### src/rtl/xpt_pkg.sv
`timescale 1ns/1ps
package xpt_pkg;
    localparam int SYNC_DEPTH_DEF = 2;

    typedef struct packed {
        logic wr_go;
        logic upd_go;
        logic mute;
    } xpt_ctl_t;
endpackage

### src/rtl/xpt_sync.sv
`timescale 1ns/1ps
module xpt_sync #(
    parameter int W = 1,
    parameter int DEPTH = 2,
    parameter logic [W-1:0] RST = '0
) (
    input  logic         clk,
    input  logic         rst_n,
    input  logic [W-1:0] in_i,
    output logic [W-1:0] out_o
);
    typedef struct packed {
        logic [DEPTH-1:0][W-1:0] st;
    } sync_t;

    sync_t cur_q, nxt_d;

    always_comb begin
        nxt_d = cur_q;
        nxt_d.st[0] = in_i;
        for (int k = 1; k < DEPTH; k++) begin
            nxt_d.st[k] = cur_q.st[k-1];
        end
    end

    always_ff @(posedge clk or negedge rst_n) begin
        if (!rst_n) cur_q.st <= {DEPTH{RST}};
        else        cur_q <= nxt_d;
    end

    assign out_o = cur_q.st[DEPTH-1];
endmodule

### src/rtl/xpt_stage_bank.sv
`timescale 1ns/1ps
module xpt_stage_bank #(
    parameter int N_CH = 4,
    parameter int ENT_W = 4,
    parameter int AW = 2,
    parameter logic [ENT_W-1:0] RST_ENT = '0
) (
    input  logic                  clk,
    input  logic                  rst_n,
    input  logic                  load_i,
    input  logic [AW-1:0]         addr_i,
    input  logic [ENT_W-1:0]      wdata_i,
    output logic [N_CH*ENT_W-1:0] ent_d_o,
    output logic [N_CH*ENT_W-1:0] ent_q_o
);
    typedef struct packed {
        logic [N_CH-1:0][ENT_W-1:0] ent;
    } bank_t;

    bank_t cur_q, nxt_d;

    always_comb begin
        nxt_d = cur_q;
        if (load_i && (int'(addr_i) < N_CH)) begin
            nxt_d.ent[addr_i] = wdata_i;
        end
    end

    always_ff @(posedge clk or negedge rst_n) begin
        if (!rst_n) cur_q.ent <= {N_CH{RST_ENT}};
        else        cur_q <= nxt_d;
    end

    assign ent_d_o = nxt_d.ent;
    assign ent_q_o = cur_q.ent;
endmodule

### src/rtl/xpt_switch_bank.sv
`timescale 1ns/1ps
module xpt_switch_bank #(
    parameter int N_CH = 4,
    parameter int SRC_W = 3,
    parameter int ENT_W = SRC_W + 1,
    parameter logic [ENT_W-1:0] RST_ENT = '0
) (
    input  logic                  clk,
    input  logic                  rst_n,
    input  logic                  load_i,
    input  logic [N_CH*ENT_W-1:0] src_i,
    output logic [N_CH*ENT_W-1:0] sw_q_o,
    output logic [N_CH*SRC_W-1:0] sel_o,
    output logic [N_CH-1:0]       act_o
);
    typedef struct packed {
        logic [N_CH-1:0][ENT_W-1:0] ent;
    } bank_t;

    bank_t cur_q, nxt_d;

    always_comb begin
        nxt_d = cur_q;
        if (load_i) nxt_d.ent = src_i;
    end

    always_ff @(posedge clk or negedge rst_n) begin
        if (!rst_n) cur_q.ent <= {N_CH{RST_ENT}};
        else        cur_q <= nxt_d;
    end

    assign sw_q_o = cur_q.ent;

    for (genvar i = 0; i < N_CH; i++) begin : g_dec
        logic off;
        assign off = cur_q.ent[i][ENT_W-1];
        assign act_o[i] = ~off;
        assign sel_o[i*SRC_W +: SRC_W] = off ? '0 : cur_q.ent[i][SRC_W-1:0];
    end
endmodule

### src/rtl/xpt_ctrl.sv
`timescale 1ns/1ps
module xpt_ctrl #(
    parameter int N_IN = 8,
    parameter int N_OUT = 4,
    parameter int SYNC_DEPTH = xpt_pkg::SYNC_DEPTH_DEF
) (
    input  logic                            clk,
    input  logic                            rst_n,
    input  logic                            chip_sel_n_i,
    input  logic                            wr_n_i,
    input  logic                            commit_n_i,
    input  logic                            sleep_i,
    input  logic [$clog2(N_OUT)-1:0]        addr_i,
    input  logic [$clog2(N_IN):0]           data_i,
    output logic [N_OUT*$clog2(N_IN)-1:0]   route_sel_o,
    output logic [N_OUT-1:0]                route_en_o,
    output logic                            asleep_o
);
    import xpt_pkg::*;

    localparam int SRC_W = $clog2(N_IN);
    localparam int ENT_W = SRC_W + 1;
    localparam int AW    = $clog2(N_OUT);
    localparam logic [ENT_W-1:0] RST_ENT = {1'b1, {SRC_W{1'b0}}};
    localparam int PW    = AW + ENT_W;

    logic [3:0]           strobe_s;
    logic [PW-1:0]        payload_s;
    xpt_ctl_t             ctl;
    logic                 wr_go;
    logic                 upd_go;
    logic [N_OUT*ENT_W-1:0] stage_d;
    logic [N_OUT*ENT_W-1:0] stage_q;
    logic [N_OUT*ENT_W-1:0] sw_q;
    logic [N_OUT-1:0]       act;

    xpt_sync #(.W(4), .DEPTH(SYNC_DEPTH), .RST(4'b1110)) u_sync_ctl (
        .clk   (clk),
        .rst_n (rst_n),
        .in_i  ({chip_sel_n_i, wr_n_i, commit_n_i, sleep_i}),
        .out_o (strobe_s)
    );

    xpt_sync #(.W(PW), .DEPTH(SYNC_DEPTH), .RST('0)) u_sync_pay (
        .clk   (clk),
        .rst_n (rst_n),
        .in_i  ({addr_i, data_i}),
        .out_o (payload_s)
    );

    always_comb begin
        ctl.wr_go  = ~strobe_s[3] & ~strobe_s[2];
        ctl.upd_go = ~strobe_s[1];
        ctl.mute   = strobe_s[0];
    end

    assign wr_go  = ctl.wr_go;
    assign upd_go = ctl.upd_go;

    xpt_stage_bank #(.N_CH(N_OUT), .ENT_W(ENT_W), .AW(AW), .RST_ENT(RST_ENT)) u_stage (
        .clk     (clk),
        .rst_n   (rst_n),
        .load_i  (wr_go),
        .addr_i  (payload_s[PW-1 -: AW]),
        .wdata_i (payload_s[ENT_W-1:0]),
        .ent_d_o (stage_d),
        .ent_q_o (stage_q)
    );

    xpt_switch_bank #(.N_CH(N_OUT), .SRC_W(SRC_W), .ENT_W(ENT_W), .RST_ENT(RST_ENT)) u_switch (
        .clk    (clk),
        .rst_n  (rst_n),
        .load_i (upd_go),
        .src_i  (stage_d),
        .sw_q_o (sw_q),
        .sel_o  (route_sel_o),
        .act_o  (act)
    );

    assign route_en_o = act & {N_OUT{~ctl.mute}};
    assign asleep_o   = ctl.mute;
endmodule

### config.mk
export PLATFORM = sky130hd
export DESIGN_NAME = xpt_ctrl
export DESIGN_NICKNAME = d
export VERILOG_FILES = /design/src/rtl/xpt_pkg.sv /design/src/rtl/xpt_sync.sv /design/src/rtl/xpt_stage_bank.sv /design/src/rtl/xpt_switch_bank.sv /design/src/rtl/xpt_ctrl.sv
export SDC_FILE = /design/constraint.sdc
export NUM_CORES = 1
export LEC_CHECK = 0
export ABC_AREA = 1
export ABC_CLOCK_PERIOD_IN_PS = 2000
export BUFFER_PORTS_ARGS = -buffer_cell sky130_fd_sc_hd__clkbuf_2
export CAP_MARGIN = 20
export CORE_ASPECT_RATIO = 0.5
export CORE_MARGIN = 4
export CORE_UTILIZATION = 45
export CTS_CLUSTER_DIAMETER = 60
export CTS_CLUSTER_SIZE = 28
export DETAILED_ROUTE_END_ITERATION = 10
export GPL_TIMING_DRIVEN = 0
export PLACE_DENSITY = 0.63
export SLEW_MARGIN = 10
export SYNTH_ARGS = -nofsm -noshare
export SYNTH_HDL_FRONTEND = slang
export SYNTH_SLANG_ARGS = --single-unit
### constraint.sdc
create_clock -name clk -period 2 [get_ports clk]
set_input_delay 0.4 -clock clk [delete_from_list [all_inputs] [get_ports clk]]
set_output_delay 0.4 -clock clk [all_outputs]
set_load 0.1 [all_outputs]
==> results.cfg, run 1 <==
[run_status]
status = finished, final reports clean

[setup_path]
cp-end-kind = output pin
crit_path_start_kind = register
crit_arrival_ps = 1370
critPathKind = reg2out
cp.required_ps = 1600
crit_fanout = 5
r2r_slack_ps = 610

[min_path]
hold_path_class = in2async

[timing]
worst_pin_slew_ps = 542.9
fin_crit_ps = 1772
skew_ps = 6.465
fmax_mhz = 564.2
min_period_over_period = 0.8862
hold_viol = 0
slew_headroom = 0.6396
setup_violations = 0
slew_viol_final = 0
rsz0062_at_grt = false
fin_tns_setup_ps = 0

[logic_synthesis]
synth_edf_count = 0
synth.cell_area_mm2 = 0.002042
ys_types = 14
async_flop_share = 1.000
yosysMostFrequentCell = nand2_1
avgSynthCellArea_um2 = 9.542
yosys_warnings = 0
synthFlopType = dfrtp_1
synth_common_cells = 50 x nand2_1, 38 x dfrtp_1, 33 x inv_1
synth_largest_area_cell = dfrtp_1
synth_area_leaders = dfrtp_1 47%, dfstp_2 18%, nand2_1 9.2%
seq_area_frac_synth = 0.6458
synthCells = 214
synth_top_area_share = 0.4657
ys_ff_latch = 52
syn-num-nets = 226

[power]
p_per_area_mw_per_mm2 = 1118
vdd_drop_max_v = 0.0005484
p_leak_uw = 0.001257
total_power_uw = 2688

[cts]
cts_made_buffers = 5
cts-resized-gates = 0
postCtsHoldBufs = 0
path_clk_slew_ps = 90
clk-insertion-delay-late_ps = 300
clk_path_buf_depth = 2
cts.htree.levels = 2
clockRootBuffer = clkbuf_8
cts_tree = done
cts_sinks = 52
cts_setup_buffers = 0

[route]
drtIter0Drc = 75
first_pass_iters = 4
postRouteAntennaNets = 0
avgViaCountPerCell = 4.485
vias = 1368
post-route-drc-count = 0
wl_per_cell_um = 11.73
postRouteWirelength_um = 3578

[floorplan]
die-area_mm2 = 0.005745
start_util = 0.4951
coreArea_mm2 = 0.004124
chipHeight_um = 55.63
fp-row-count = 16
pin_count = 29
dieWidth_um = 103.3

[finish]
antenna-diode-count = 0
drive_gt1_frac = 0.3147
syn_to_final_growth_pct = 17.71
nets = 262
fill_cells = 364

[global_routing]
first_global_vias = 1252
grtUsageMet3 = 0.04506
grt_max_degree = 33
grt_first_pass_wirelength_um = 6078
antenna_found_initial = 0
grt_usage = 0.1397
overflow = 0
top_usage_layer = met1
grt_util_met2 = 0.1887
met1_usage = 0.2108

[run]
max_cap_viol_count = 0

[place]
dp_hpwl_um = 2542
gp_congestion = 0.8020
port_buffers = 28
layout make-up:
class / instances / area (um^2) / share of cell area
Buffer: 5 / 28.78 / 0.01197
Clock buffer: 7 / 86.33 / 0.03592
Clock inverter: 1 / 7.507 / 0.003123
Inverter: 36 / 135.1 / 0.05622
Multi-Input combinational cell: 121 / 599.3 / 0.2493
Sequential cell: 52 / 1319 / 0.5487
Tap cell: 54 / 67.56 / 0.02811
Timing Repair Buffer: 29 / 160.2 / 0.06663
state kept, by name, indices dropped and copies added, names as in the netlist:
name              cells
u_stage.ent_q_o      16
u_sync_ctl.out_o      4
u_sync_pay.out_o      6
u_sync_ctl.cur_q      4
u_switch.sw_q_o      16
u_sync_pay.cur_q      6
power by group:
| group | internal [uW] | switching [uW] |
|---|---|---|
| clock | 282 | 331 |
| combinational | 167 | 607 |
| sequential | 1220 | 78.5 |
| total | 1670 | 1020 |
kinds of logic (layout without fill, tap and decap cells):
logic type | Yosys count | in the layout | synth area share
buffers and inverters | 41 | 78 | 0.08027
AND/OR/NAND/NOR | 121 | 121 | 0.2739
flip-flops | 52 | 52 | 0.6458
worst max-delay path: stages (launching register included):
cell,delay (ps)
dfrtp_1,480
nor2_2,130
clkbuf_2,450
worst paths after layout:
check	to	cells past startpoint	start
setup / recovery	route_en_o[2]	2	u_sync_ctl.out_o[0]$_DFF_PN0_
hold / removal	u_sync_pay.out_o[3]$_DFF_PN0_	1	rst_n
setup reg to reg	u_switch.sw_q_o[10]$_DFFE_PN0N_	4	u_sync_ctl.out_o[1]$_DFF_PN1_
hold reg to reg	u_sync_pay.out_o[2]$_DFF_PN0_	0	u_sync_pay.cur_q[2]$_DFF_PN0_
max in group asynchronous	u_switch.sw_q_o[15]$_DFFE_PN1N_	2	rst_n
min in group clk	u_sync_ctl.cur_q[1]$_DFF_PN1_	1	commit_n_i
stage by stage:
stage	area, um^2	worst slack (ps)	instances	hold slack, ps	utilization
finish	2404	227.6	305	48.59	0.5828
global placement	2290	511.5	296	332.3	0.5552
detailed placement	2310	549.6	297	335.8	0.5601
floorplan	2082	-154.8	214	104.4	-
CTS	2404	203.0	305	56.36	0.5828
global route	2404	166.2	305	78.74	0.5828
layout by cell type (no fill, tap or decap):
master,instances
inv_2,3
nor2_2,17
clkbuf_1,2
nand3_1,32
clkinvlp_4,1
clkbuf_8,6
clkbuf_2,28
buf_2,2
nand2_2,3
nor2_4,2
nand2_1,50
buf_12,1
and2_1,16
dfrtp_1,38
buf_4,2
dfstp_2,14
nor2_1,1
inv_1,33
layer usage:
layer	routed length [um]	vias to the layer above
met4	42	0
li1	-	715
met2	1531	30
met3	219	7
met5	0	-
met1	1785	616
Note: power is estimated with default switching activity, not from simulation.
==> run 2, diff against run 1 <==
- ABC_CLOCK_PERIOD_IN_PS: 2000 -> default
- CORE_UTILIZATION: 45 -> 60
- PLACE_DENSITY: 0.63 -> 0.81
==> results.cfg, run 2 (synthesized netlist as in run 1, its figures left out) <==
[finish]
final_cells = 291
layout_commonest_cell = nand2_1
nets = 262
syn_to_final_growth_pct = 18.20
fill_cells = 220
drive_gt1_frac = 0.3187
antenna-diode-count = 0
final_cell_mix = 50 x nand2_1, 38 x dfrtp_1, 33 x inv_1

[timing]
fin_tns_setup_ps = 0
worst_pin_slew_ps = 545.4
min_period_over_period = 0.8837
hold_viol = 0
fin_crit_ps = 1767
setup_violations = 0
fmax_mhz = 565.8
rsz0062_at_grt = false
slew_headroom = 0.6379
skew_ps = 1.510
slew_viol_final = 0

[cts]
cts-resized-gates = 0
postCtsHoldBufs = 0
cts_tree = done
cts_sinks = 52
clk-insertion-delay-late_ps = 300
clk_path_buf_depth = 2
clockRootBuffer = clkbuf_8
cts_setup_buffers = 0
path_clk_slew_ps = 90
cts.htree.levels = 2
cts_made_buffers = 5

[route]
wl_met2_um = 1576
vias = 1383
top_layer = met4
first_pass_iters = 4
wl_met1_um = 1650
postRouteAntennaNets = 0
wl_per_cell_um = 11.88
drtIter0Drc = 58
postRouteWirelength_um = 3457
post-route-drc-count = 0
avgViaCountPerCell = 4.753
met3_length_um = 206

[place]
gp_congestion = 0.8574
dp_hpwl_um = 2489
port_buffers = 28
dp_cells = 283

[setup_path]
cpPeakStageDelay_ps = 480
critPathKind = reg2out
cp_num_buf_inv = 1
cp-end-kind = output pin
cp_slowest_cell = dfrtp_1
cp.required_ps = 1600
crit_arrival_ps = 1370
crit_fanout = 5
crit_path_start_kind = register
path_cells = nor2_2 > clkbuf_2
cp_top_family = flip-flops

[global_routing]
overflow = 0
grt_first_pass_wirelength_um = 6127
antenna_found_initial = 0
first_global_vias = 1321
grt_usage = 0.1772
grt_max_degree = 33

[power]
power.switching_uw = 1015
sw_frac_of_total = 0.3608
intPower_uw = 1799
p_clk_frac = 0.260
p_comb_frac = 0.277
vdd_drop_max_v = 0.0005232
p_per_area_mw_per_mm2 = 1166
p_seq_frac = 0.463
p_leak_uw = 0.001274

[floorplan]
pin_count = 29
start_util = 0.6512
coreArea_mm2 = 0.003136
chipHeight_um = 49.25
die-area_mm2 = 0.004457
fp-row-count = 14
dieWidth_um = 90.50

[run]
max_cap_viol_count = 0

[run_status]
status = finished, final reports clean

[min_path]
hold_path_class = in2async
run 2: final cells by class:
class | count | area [um^2] | share of cell area
flip-flops and latches | 52 | 1319 | 0.5464
multi-input cells | 121 | 599.3 | 0.2483
repair buffers | 29 | 160.2 | 0.06636
inverters | 36 | 135.1 | 0.05599
clock buffers | 6 | 82.58 | 0.03421
well taps | 40 | 50.05 | 0.02074
clock inverters | 2 | 38.79 | 0.01607
plain buffers | 5 | 28.78 | 0.01192
run 2: layer usage:
layer / up-vias / global-route usage
li1: 712 / -
met1: 633 / 0.2409
met2: 34 / 0.2785
met3: 4 / 0.05239
met4: 0 / 0.05076
met5: - / 0
run 2: through the flow:
stage	hold WS, ps	utilization	total power, uW	cell area [um^2]	setup slack, ps
finish	50.16	0.7698	2814	2414	232.6
global route	79.58	0.7698	2973	2414	136.3
CTS	52.95	0.7698	2840	2414	201.4
global placement	331.9	0.7247	2077	2272	552.9
floorplan	104.4	-	1962	2082	-154.8
detailed placement	334.7	0.7310	2104	2292	537.4
run 2: worst reg2reg max path: stages (launching register included):
cell,delay [ps]
dfstp_2,520
buf_2,190
clkbuf_1,400
nand2_1,130
nand2_1,80
run 2: power groups by stage:
stage | sequential, uW | combinational, uW | clock [uW]
6_report | 1300 | 779 | 732
5_1_grt | 1320 | 838 | 813
4_1_cts | 1300 | 786 | 750
3_5_place_dp | 1320 | 780 | 0
3_3_place_gp | 1320 | 760 | 0
2_1_floorplan | 1310 | 649 | 0
run 2: path summary, 6_finish.rpt:
| check | start | to | slack [ps] | depth (start not counted) |
|---|---|---|---|---|
| setup / recovery | u_sync_ctl.out_o[0]$_DFF_PN0_ | route_en_o[2] | 230 | 2 |
| max in group asynchronous | rst_n | u_stage.ent_q_o[3]$_DFF_PN1_ | 1350 | 2 |
| hold reg to reg | u_sync_pay.cur_q[0]$_DFF_PN0_ | u_sync_pay.out_o[0]$_DFF_PN0_ | 350 | 0 |
| min in group clk | wr_n_i | u_sync_ctl.cur_q[2]$_DFF_PN1_ | 170 | 1 |
| setup reg to reg | u_sync_ctl.out_o[1]$_DFF_PN1_ | u_switch.sw_q_o[4]$_DFFE_PN0N_ | 630 | 4 |
| hold / removal | rst_n | u_sync_pay.cur_q[2]$_DFF_PN0_ | 50 | 1 |
